==> config.mk <==
export PLATFORM = sky130hd
export DESIGN_NAME = irq_cmd_port
export DESIGN_NICKNAME = d
export VERILOG_FILES = /design/src/rtl/irq_cmd_pkg.sv /design/src/rtl/icp_init_seq.sv /design/src/rtl/icp_op_decode.sv /design/src/rtl/icp_read_path.sv /design/src/rtl/irq_cmd_port.sv
export SDC_FILE = /design/constraint.sdc
export NUM_CORES = 1
export LEC_CHECK = 0
export ABC_AREA = 1
export BUFFER_PORTS_ARGS = -buffer_cell sky130_fd_sc_hd__buf_4
export CORE_MARGIN = 5
export CORE_UTILIZATION = 53
export DETAILED_ROUTE_END_ITERATION = 12
export HOLD_SLACK_MARGIN = 0.06
export PLACE_DENSITY = 0.8
export RECOVER_POWER = 100
export SLEW_MARGIN = 30
export SYNTH_ARGS = -nofsm -noshare
export SYNTH_HDL_FRONTEND = slang
export SYNTH_HIERARCHICAL = 1
export SYNTH_SLANG_ARGS = --single-unit
==> constraint.sdc <==
create_clock -name clk -period 1.9 [get_ports clk]
set_clock_uncertainty 0.2 [all_clocks]
set_input_delay 0.38 -clock clk [delete_from_list [all_inputs] [get_ports clk]]
set_output_delay 0.38 -clock clk [all_outputs]
set_load 0.05 [all_outputs]
==> src/rtl/irq_cmd_pkg.sv <==
package irq_cmd_pkg;
  localparam int DATA_W = 8;
  localparam int LVL_W  = 3;

  typedef enum logic [1:0] {ST_RAW, ST_WAIT_HI, ST_READY} init_st_t;
  typedef enum logic {SRC_REQ, SRC_SVC} stat_src_t;

  // Routine-address low byte from programmed bits, level and interval flag.
  function automatic logic [DATA_W-1:0] vec_low_byte(
      input logic [2:0] a_mid, input logic [LVL_W-1:0] lvl, input logic iv4);
    if (iv4) return {a_mid, lvl, 2'b00};
    else     return {a_mid[2:1], lvl, 3'b000};
  endfunction

  // Poll response byte: pending flag on top, level code at the bottom.
  function automatic logic [DATA_W-1:0] poll_byte(
      input logic valid, input logic [LVL_W-1:0] lvl);
    return {valid, {(DATA_W-LVL_W-1){1'b0}}, (valid ? lvl : {LVL_W{1'b0}})};
  endfunction

  function automatic logic is_action_word(input logic [DATA_W-1:0] d);
    return d[4:3] == 2'b00;
  endfunction

  function automatic logic is_status_word(input logic [DATA_W-1:0] d);
    return d[4:3] == 2'b01;
  endfunction
endpackage

==> src/rtl/icp_init_seq.sv <==
module icp_init_seq
  import irq_cmd_pkg::*;
(
  input  logic              clk,
  input  logic              rst_n,
  input  logic              icw1_hit,
  input  logic              wr_hi,
  input  logic [2:0]        icw1_addr,
  input  logic              icw1_iv4,
  input  logic [DATA_W-1:0] wdata,
  output logic [DATA_W-1:0] a_hi,
  output logic [2:0]        a_mid,
  output logic              iv4,
  output logic [DATA_W-1:0] mask,
  output logic              ready,
  output logic              prio_reset_stb
);
  init_st_t st;
  logic     hi_load_addr;
  logic     hi_load_mask;

  assign hi_load_addr = wr_hi && (st == ST_WAIT_HI) && !icw1_hit;
  assign hi_load_mask = wr_hi && (st == ST_READY) && !icw1_hit;
  assign ready        = (st == ST_READY);

  always_ff @(posedge clk) begin
    if (!rst_n) begin
      st             <= ST_RAW;
      a_hi           <= '0;
      a_mid          <= '0;
      iv4            <= 1'b0;
      mask           <= '0;
      prio_reset_stb <= 1'b0;
    end else begin
      prio_reset_stb <= icw1_hit;
      if (icw1_hit) begin
        st    <= ST_WAIT_HI;
        a_mid <= icw1_addr;
        iv4   <= icw1_iv4;
        mask  <= '0;
      end else if (hi_load_addr) begin
        a_hi <= wdata;
        st   <= ST_READY;
      end else if (hi_load_mask) begin
        mask <= wdata;
      end
    end
  end

  // an initialization word clears the mask and drops readiness
  assert_icw1_clears_R2: assert property (@(posedge clk) disable iff (!rst_n)
    icw1_hit |=> (mask == '0) && !ready && prio_reset_stb);

  // the mask moves only on a high write or an initialization word
  assert_mask_source_R5: assert property (@(posedge clk) disable iff (!rst_n)
    !$stable(mask) |-> ($past(wr_hi) || $past(icw1_hit)));

  // a high write in the raw state leaves the mask alone
  assert_raw_mask_R3: assert property (@(posedge clk) disable iff (!rst_n)
    (wr_hi && !icw1_hit && st == ST_RAW) |=> $stable(mask));
endmodule

==> src/rtl/icp_op_decode.sv <==
module icp_op_decode
  import irq_cmd_pkg::*;
(
  input  logic              clk,
  input  logic              rst_n,
  input  logic              ready,
  input  logic              wr_lo,
  input  logic              icw1_hit,
  input  logic              poll_take,
  input  logic [DATA_W-1:0] wdata,
  output logic              eoi_ns_stb,
  output logic              eoi_sp_stb,
  output logic              rot_stb,
  output logic              bottom_stb,
  output logic [LVL_W-1:0]  cmd_level,
  output logic              smm,
  output stat_src_t         src_sel,
  output logic              poll_armed
);
  logic       act_hit;
  logic       stat_hit;
  logic [2:0] code;

  assign act_hit  = wr_lo && ready && !icw1_hit && is_action_word(wdata);
  assign stat_hit = wr_lo && ready && !icw1_hit && is_status_word(wdata);
  assign code     = wdata[7:5];

  always_ff @(posedge clk) begin
    if (!rst_n) begin
      eoi_ns_stb <= 1'b0;
      eoi_sp_stb <= 1'b0;
      rot_stb    <= 1'b0;
      bottom_stb <= 1'b0;
      cmd_level  <= '0;
      smm        <= 1'b0;
      src_sel    <= SRC_REQ;
      poll_armed <= 1'b0;
    end else begin
      eoi_ns_stb <= 1'b0;
      eoi_sp_stb <= 1'b0;
      rot_stb    <= 1'b0;
      bottom_stb <= 1'b0;
      if (icw1_hit) begin
        smm        <= 1'b0;
        src_sel    <= SRC_REQ;
        poll_armed <= 1'b0;
      end else begin
        if (poll_take) poll_armed <= 1'b0;
        if (act_hit) begin
          cmd_level <= wdata[LVL_W-1:0];
          case (code)
            3'b001: eoi_ns_stb <= 1'b1;
            3'b101: begin eoi_ns_stb <= 1'b1; rot_stb <= 1'b1; end
            3'b011: eoi_sp_stb <= 1'b1;
            3'b111: begin eoi_sp_stb <= 1'b1; rot_stb <= 1'b1; end
            3'b110: bottom_stb <= 1'b1;
            default: ;
          endcase
        end
        if (stat_hit) begin
          if (wdata[2]) poll_armed <= 1'b1;
          if (wdata[1]) src_sel <= wdata[0] ? SRC_SVC : SRC_REQ;
          if (wdata[6]) smm <= wdata[5];
        end
      end
    end
  end

  // no command strobe follows a low write made before init completes
  assert_gate_before_init_R3: assert property (@(posedge clk) disable iff (!rst_n)
    (wr_lo && !ready) |=> !(eoi_ns_stb || eoi_sp_stb || bottom_stb));

  // a rotate qualifier never appears without an end-of-interrupt strobe
  assert_rot_needs_eoi_R4: assert property (@(posedge clk) disable iff (!rst_n)
    rot_stb |-> (eoi_ns_stb || eoi_sp_stb));

  // strobes last one cycle unless a new action word arrived
  assert_strobe_single_R4: assert property (@(posedge clk) disable iff (!rst_n)
    (eoi_ns_stb && !act_hit) |=> !eoi_ns_stb);

  // an initialization word clears special mask and poll
  assert_icw1_modes_R7: assert property (@(posedge clk) disable iff (!rst_n)
    icw1_hit |=> (!smm && !poll_armed && src_sel == SRC_REQ));

  // a consumed poll disarms unless re-armed in the same cycle
  assert_poll_disarm_R8: assert property (@(posedge clk) disable iff (!rst_n)
    (poll_take && !(stat_hit && wdata[2])) |=> !poll_armed);
endmodule

==> src/rtl/icp_read_path.sv <==
module icp_read_path
  import irq_cmd_pkg::*;
#(
  parameter logic [DATA_W-1:0] CALL_OP = 8'hCD
) (
  input  logic              clk,
  input  logic              rst_n,
  input  logic              rd_lo,
  input  logic              rd_hi,
  input  logic              ack,
  input  logic              poll_armed,
  input  stat_src_t         src_sel,
  input  logic [DATA_W-1:0] req_vec,
  input  logic [DATA_W-1:0] isr_vec,
  input  logic [DATA_W-1:0] mask,
  input  logic              win_valid,
  input  logic [LVL_W-1:0]  win_level,
  input  logic [DATA_W-1:0] a_hi,
  input  logic [2:0]        a_mid,
  input  logic              iv4,
  output logic [DATA_W-1:0] rdata,
  output logic              svc_stb,
  output logic [LVL_W-1:0]  svc_level,
  output logic              poll_take
);
  localparam int ACK_PHASES = 3;
  localparam int PH_W       = $clog2(ACK_PHASES);

  logic [PH_W-1:0]   ack_ph;
  logic [LVL_W-1:0]  ack_lvl;
  logic              ack_first;
  logic [DATA_W-1:0] stat_byte;

  assign poll_take = rd_lo && poll_armed && !ack;
  assign ack_first = ack && (ack_ph == '0);
  assign stat_byte = (src_sel == SRC_SVC) ? isr_vec : req_vec;

  always_ff @(posedge clk) begin
    if (!rst_n) begin
      rdata     <= '0;
      ack_ph    <= '0;
      ack_lvl   <= '0;
      svc_stb   <= 1'b0;
      svc_level <= '0;
    end else begin
      svc_stb <= 1'b0;
      if (ack) begin
        if (ack_ph == PH_W'(ACK_PHASES - 1)) ack_ph <= '0;
        else                                  ack_ph <= ack_ph + 1'b1;
        case (ack_ph)
          PH_W'(0): begin
            rdata     <= CALL_OP;
            ack_lvl   <= win_level;
            svc_stb   <= win_valid;
            svc_level <= win_level;
          end
          PH_W'(1): rdata <= vec_low_byte(a_mid, ack_lvl, iv4);
          default:  rdata <= a_hi;
        endcase
      end else if (poll_take) begin
        rdata     <= poll_byte(win_valid, win_level);
        svc_stb   <= win_valid;
        svc_level <= win_level;
      end else if (rd_lo) begin
        rdata <= stat_byte;
      end else if (rd_hi) begin
        rdata <= mask;
      end
    end
  end

  // the first acknowledge pulse returns the call opcode next cycle
  assert_call_first_R9: assert property (@(posedge clk) disable iff (!rst_n)
    ack_first |=> (rdata == CALL_OP));

  // a poll response never sets the unused middle bits
  assert_poll_shape_R8: assert property (@(posedge clk) disable iff (!rst_n)
    poll_take |=> (rdata[6:LVL_W] == '0));

  // the acknowledge phase never leaves its three-state cycle
  assert_phase_range_R9: assert property (@(posedge clk) disable iff (!rst_n)
    ack_ph != PH_W'(ACK_PHASES));

  // rdata holds its value when nothing is read
  assert_rdata_hold_R11: assert property (@(posedge clk) disable iff (!rst_n)
    !(rd_lo || rd_hi || ack) |=> $stable(rdata));
endmodule

==> src/rtl/irq_cmd_port.sv <==
module irq_cmd_port
  import irq_cmd_pkg::*;
#(
  parameter logic [7:0] CALL_OP = 8'hCD
) (
  input  logic       clk,
  input  logic       rst_n,
  input  logic       addr_hi,
  input  logic       wr_en,
  input  logic       rd_en,
  input  logic [7:0] wdata,
  input  logic       ack,
  input  logic       win_valid,
  input  logic [2:0] win_level,
  input  logic [7:0] req_vec,
  input  logic [7:0] isr_vec,
  output logic [7:0] rdata,
  output logic [7:0] mask_out,
  output logic       init_done,
  output logic       special_mask,
  output logic       prio_reset_stb,
  output logic       eoi_ns_stb,
  output logic       eoi_sp_stb,
  output logic       rot_stb,
  output logic       bottom_stb,
  output logic [2:0] cmd_level,
  output logic       svc_stb,
  output logic [2:0] svc_level
);
  // Named internal events
  logic       wr_lo, wr_hi, rd_lo, rd_hi;
  logic       icw1_hit;
  logic       ready;
  logic       poll_armed;
  logic       poll_take;
  logic [7:0] a_hi;
  logic [2:0] a_mid;
  logic       iv4;
  stat_src_t  src_sel;

  assign wr_lo    = wr_en && !addr_hi;
  assign wr_hi    = wr_en &&  addr_hi;
  assign rd_lo    = rd_en && !addr_hi;
  assign rd_hi    = rd_en &&  addr_hi;
  assign icw1_hit = wr_lo && wdata[4];

  icp_init_seq u_init (
    .clk           (clk),
    .rst_n         (rst_n),
    .icw1_hit      (icw1_hit),
    .wr_hi         (wr_hi),
    .icw1_addr     (wdata[7:5]),
    .icw1_iv4      (wdata[2]),
    .wdata         (wdata),
    .a_hi          (a_hi),
    .a_mid         (a_mid),
    .iv4           (iv4),
    .mask          (mask_out),
    .ready         (ready),
    .prio_reset_stb(prio_reset_stb)
  );

  icp_op_decode u_op (
    .clk       (clk),
    .rst_n     (rst_n),
    .ready     (ready),
    .wr_lo     (wr_lo),
    .icw1_hit  (icw1_hit),
    .poll_take (poll_take),
    .wdata     (wdata),
    .eoi_ns_stb(eoi_ns_stb),
    .eoi_sp_stb(eoi_sp_stb),
    .rot_stb   (rot_stb),
    .bottom_stb(bottom_stb),
    .cmd_level (cmd_level),
    .smm       (special_mask),
    .src_sel   (src_sel),
    .poll_armed(poll_armed)
  );

  icp_read_path #(.CALL_OP(CALL_OP)) u_rd (
    .clk       (clk),
    .rst_n     (rst_n),
    .rd_lo     (rd_lo),
    .rd_hi     (rd_hi),
    .ack       (ack),
    .poll_armed(poll_armed),
    .src_sel   (src_sel),
    .req_vec   (req_vec),
    .isr_vec   (isr_vec),
    .mask      (mask_out),
    .win_valid (win_valid),
    .win_level (win_level),
    .a_hi      (a_hi),
    .a_mid     (a_mid),
    .iv4       (iv4),
    .rdata     (rdata),
    .svc_stb   (svc_stb),
    .svc_level (svc_level),
    .poll_take (poll_take)
  );

  assign init_done = ready;

  // the second initialization word completes init and keeps the mask
  assert_icw2_done_R2: assert property (@(posedge clk) disable iff (!rst_n)
    (wr_hi && !init_done && $past(prio_reset_stb)) |=> init_done);

  // after reset release the block reports no activity in the first cycle
  assert_reset_quiet_R1: assert property (@(posedge clk)
    !rst_n |=> !(eoi_ns_stb || eoi_sp_stb || bottom_stb || svc_stb || init_done));
endmodule

# == Yosys cells after proc, flatten, opt, wreduce, memory -nomap -nowiden ==
# Index checks and enable logic that the tools add are counted.
# totals
ff_bits,50
inputBits,34
out_inout_bits,30
wordCells,96
# classes
add_sub_neg,1
eq_ne,11
n_mux,25
n_bitwise,4
n_reduce_logical,35
# ops
cell,count
8-bit 2-to-1 mux,5
8-bit case mux with 2 select lines,1
1-bit logical AND,15
2-bit AND reduction,7
1-bit 2-to-1 mux,13
3-bit 2-to-1 mux,4
"3-bit equality test, second input constant",3
2-bit OR reduction,4
"2-bit by 1-bit equality test with 1-bit output, second input constant",3
6-bit 2-to-1 mux,1
"2-bit equality test, second input constant",2
2-bit logical NOT,2
1-bit NOT,4
2-bit nonzero test,2
4-bit nonzero test,1
"3-bit by 1-bit equality test with 1-bit output, second input constant",1
"3-bit by 2-bit equality test with 1-bit output, second input constant",1
1-bit logical NOT,3
3-bit OR reduction,1
"2-bit by 1-bit adder with 2-bit output, second input constant",1
2-bit 2-to-1 mux,1
"2-bit by 1-bit != test with 1-bit output, second input constant",1

# == Depth between registers and ports, before layout ==
# depth
ltp_word,8
depth_mapped,10
mapped_depth_nobuf,9

# == Hierarchy ==
# Netlist, hierarchy kept.
# modules_own_cells
module,n_inst,cells_per_inst,area_per_inst_um2
icp_read_path,1,184,1114.8
icp_init_seq,1,131,940.9
icp_op_decode,1,54,415.4
irq_cmd_port,1,11,46.3

# == Least setup slack after synthesis ==
# Ideal clock, no wire load.
# synth_timing
path_kind,flip-flop to flip-flop
startpoint,register u_init.st[1]
endpoint,register u_op.cmd_level[0]
setup_time_ps,118
arrival_time_ps,1273
required_time_ps,1582
slack_ps,309
path_stages_with_launch,8
n_path_buf,0
period_less_slack_ps,1591
cell_sequence,dfxtp_1 > inv_2 > nor2_8 > nand2_1 > nor2_4 > nand2_1 > nand2_1 > a21oi_1
# synth_between
elab_chain_cells,5
# synth_rtl
element,line_no,source
"start, declared",icp_init_seq.sv:18,init_st_t st;
"start signal, assigned",icp_init_seq.sv:28,st <= ST_RAW;
"start signal, assigned",icp_init_seq.sv:37,st <= ST_WAIT_HI;
"start signal, assigned",icp_init_seq.sv:43,st <= ST_READY;
2-bit equality test,icp_init_seq.sv:24,assign ready = (st == ST_READY);
net init_done,irq_cmd_port.sv:19,"output logic init_done,"
1-bit logical AND (3 in series),icp_op_decode.sv:24,assign act_hit = wr_lo && ready && !icw1_hit && is_action_word(wdata);
2-bit AND reduction (no source line),--,
"end signal, assigned",icp_op_decode.sv:50,cmd_level <= wdata[LVL_W-1:0];
"end, declared",icp_op_decode.sv:15,"output logic [LVL_W-1:0] cmd_level,"
# The timed path passes the listed nets, and every way through them passes these cells.
# A chain may end at the register's enable or synchronous reset.

# == Worst setup path after layout ==
# layout_timing
startpoint,register u_init.st[1]
endpoint,output port init_done
# layout_between
elab_chain_cells,1
# layout_rtl
element,line_no
2-bit equality test,icp_init_seq.sv:24
"end, declared",irq_cmd_port.sv:19
# No other way between the ends.

==> flow_summary.yaml <==
synth:
  synth_nets: 414
  synth_area_um2: 2520
  synth.distinct_cells: 28
  synth_warnings: 6
  syn_inst: 380
  syn-mean-instance-area_um2: 6.62
  seq_area_frac_synth: 0.398
  synth-seq-cells: 50
floorplan:
  coreArea_um2: 4660
  ios: 64
  initial_utilization: 0.540
  die_area_um2: 6230
  die_x_um: 78.9
  num_rows: 25
  dieHeight_um: 78.9
finish:
  nets: 479
  final_cell_mix: "nand2_1 (102), nor2_1 (79), dfxtp_1 (50)"
  stdcell_area_um2: 2980
  syn_to_final_growth_pct: 18.4
  final_common_cell: "nand2_1"
  diodes: 0
  drive_gt1_frac: 0.191
timing:
  worst_pin_slew_ns: 0.609
  setup_viol: 0
  min_period_over_period: 0.953
  rsz0062_at_grt: "no"
  fin_crit_ns: 1.81
  fin_tns_setup_ns: 0
  finalMaxSlewViolations: 0
  final-hold-violation-count: 0
  clock.fmax_ghz: 0.552
  slew_headroom: 0.596
critical_path:
  required_ns: 1.32
  cp_cell_sequence: "inv_2 -> nor2_8 -> buf_4"
  crit_slowest_cell: "dfxtp_1"
  worstSetupPathType: "reg -> out"
  crit_fanout: 10
  arrival_ns: 1.23
  crit_path_end_kind: "output port"
  cpPeakStageDelay_ns: 0.44
  critPathLaunchType: "flop"
clock_tree:
  clock_sinks: 50
  hold_buffers: 0
  numCtsBuffers: 5
  ctsLongestPathBuffers: 2
  cts-htree-levels: 2
  clk_pin_slew_worst_paths_ns: 0.10
  cts_tree: "built"
  cts.repair.resized: 0
  insertion_delay_ns: 0.31
  post_cts_buffers: 0
  root_buffer: "clkbuf_8"
place:
  gp_congestion: 0.876
  port_buffers: 63
  place_area_um2: 3040
  dp_hpwl_um: 5060
routing:
  vias: 2581
  drcViolationCount: 0
  dr.pass1.iters: 4
  postRouteAntennaNets: 0
  drt_iter0_drc: 201
  vias_per_cell: 5.16
  wl_per_cell_um: 12.9
  routed_wl_um: 6430
status:
  status: "finished, final reports clean"
power_and_ir_drop:
  power.density_nw_per_um2: 727
  power.internal_mw: 1.49
  p_comb_frac: 0.180
  finalPower_mw: 2.17
  seq_power_share: 0.514
  vdd_drop_max_mv: 0.364
  switchingPower_mw: 0.682
  netSwitchingFraction: 0.315
  power.leakage_nw: 1.43
  clockPowerShare: 0.306
global_routing:
  grt_antenna_before_repair: 0
  grt_first_pass_wirelength_um: 10800
  grt_max_degree: 21
  grt_remaining_overflow: 0
  track_usage: 0.215
  grt_pass1_vias: 2403
hold_path:
  min_path_type: "in -> reg"
job:
  cap_viol_max_count: 0
## path summary, 6_finish.rpt
kind	to	depth (start not counted)	startpoint	slack, ns
max	init_done	3	u_init/st[1]$_SDFFE_PP0P_	0.09
min	u_init/a_mid[0]$_SDFFE_PN0P_	3	wdata[5]	0.1
max reg2reg	u_rd/svc_level[1]$_SDFFE_PN0P_	6	u_rd/ack_ph[1]$_SDFFE_PN0P_	0.16
min reg2reg	u_init/a_mid[1]$_SDFFE_PN0P_	2	u_init/a_mid[1]$_SDFFE_PN0P_	0.27
## area by class of cell
class	count	area, µm²
Tap cell	54	67.6
Sequential cell	50	1000
Clock inverter	3	28.8
Fill cell	480	1680
Inverter	48	184
Timing Repair Buffer	67	405
Clock buffer	5	68.8
Multi-Input combinational cell	273	1220
## logic make-up (layout without fill, tap and decap cells)
group	Yosys count	count (layout)	share of synthesized area
buffers and inverters	57	123	0.0989
DFF	50	50	0.398
AOI/OAI and AO/OA	35	35	0.0731
and+or+nand+nor	238	238	0.430
## cell usage after synthesis (all sizes together)
cell / instances / area (µm²)
a21boi: 2 / 15.0
a21oi: 12 / 60.1
buf: 8 / 61.3
clkbuf: 1 / 3.75
clkinv: 1 / 5.00
dfxtp: 50 / 1000
inv: 47 / 179
nand2: 105 / 419
nand3: 37 / 208
nand3b: 2 / 15.0
nand4: 3 / 18.8
nor2: 89 / 405
nor3: 1 / 5.00
nor3b: 1 / 12.5
o21ai: 21 / 109
## per-layer routing
layer,vias up,part of all wire,wire length [µm],GRT usage
met5,-,0,0,0
li1,1308,-,-,-
met3,10,0.064,414,0.0476
met2,84,0.49,3180,0.375
met1,1179,0.42,2720,0.261
met4,0,0.018,119,0.0739
## flip-flops by register name, indices dropped and copies added (netlist names), 2 cells and up
signal	flops
u_rd/svc_level	3
u_init/st	2
u_init/mask	8
u_rd/rdata	8
u_init/a_mid	3
u_init/a_hi	8
u_op/cmd_level	3
u_rd/ack_ph	2
u_rd/ack_lvl	3
## power groups by stage
stage          Combinational, mW  Sequential [mW]  Clock [mW]
5_1_grt                    0.427             1.12       0.740
3_5_place_dp               0.421             1.14           0
4_1_cts                    0.423             1.12       0.678
6_report                   0.389             1.11       0.664
2_1_floorplan              0.198             1.21           0
3_3_place_gp               0.415             1.14           0
## worst max-delay path, delay by kind of cell (launching register included)
family,cells,cell delay [ns]
buffers and inverters,2,0.33
flip-flops,1,0.44
AND/OR/NAND/NOR,1,0.16
## through the flow
| stage | utilization | instances | hold slack [ns] | setup slack, ns |
|---|---|---|---|---|
| after floorplan | - | 380 | 0.214 | 0.309 |
| after global placement | 0.651 | 492 | 0.237 | 0.208 |
| after detailed placement | 0.651 | 492 | 0.247 | 0.163 |
| after CTS | 0.672 | 500 | 0.0851 | 0.0755 |
| after global routing | 0.639 | 500 | 0.0921 | 0.0183 |
| final | 0.639 | 500 | 0.0953 | 0.0892 |
Power figures use the tool's default switching activity.
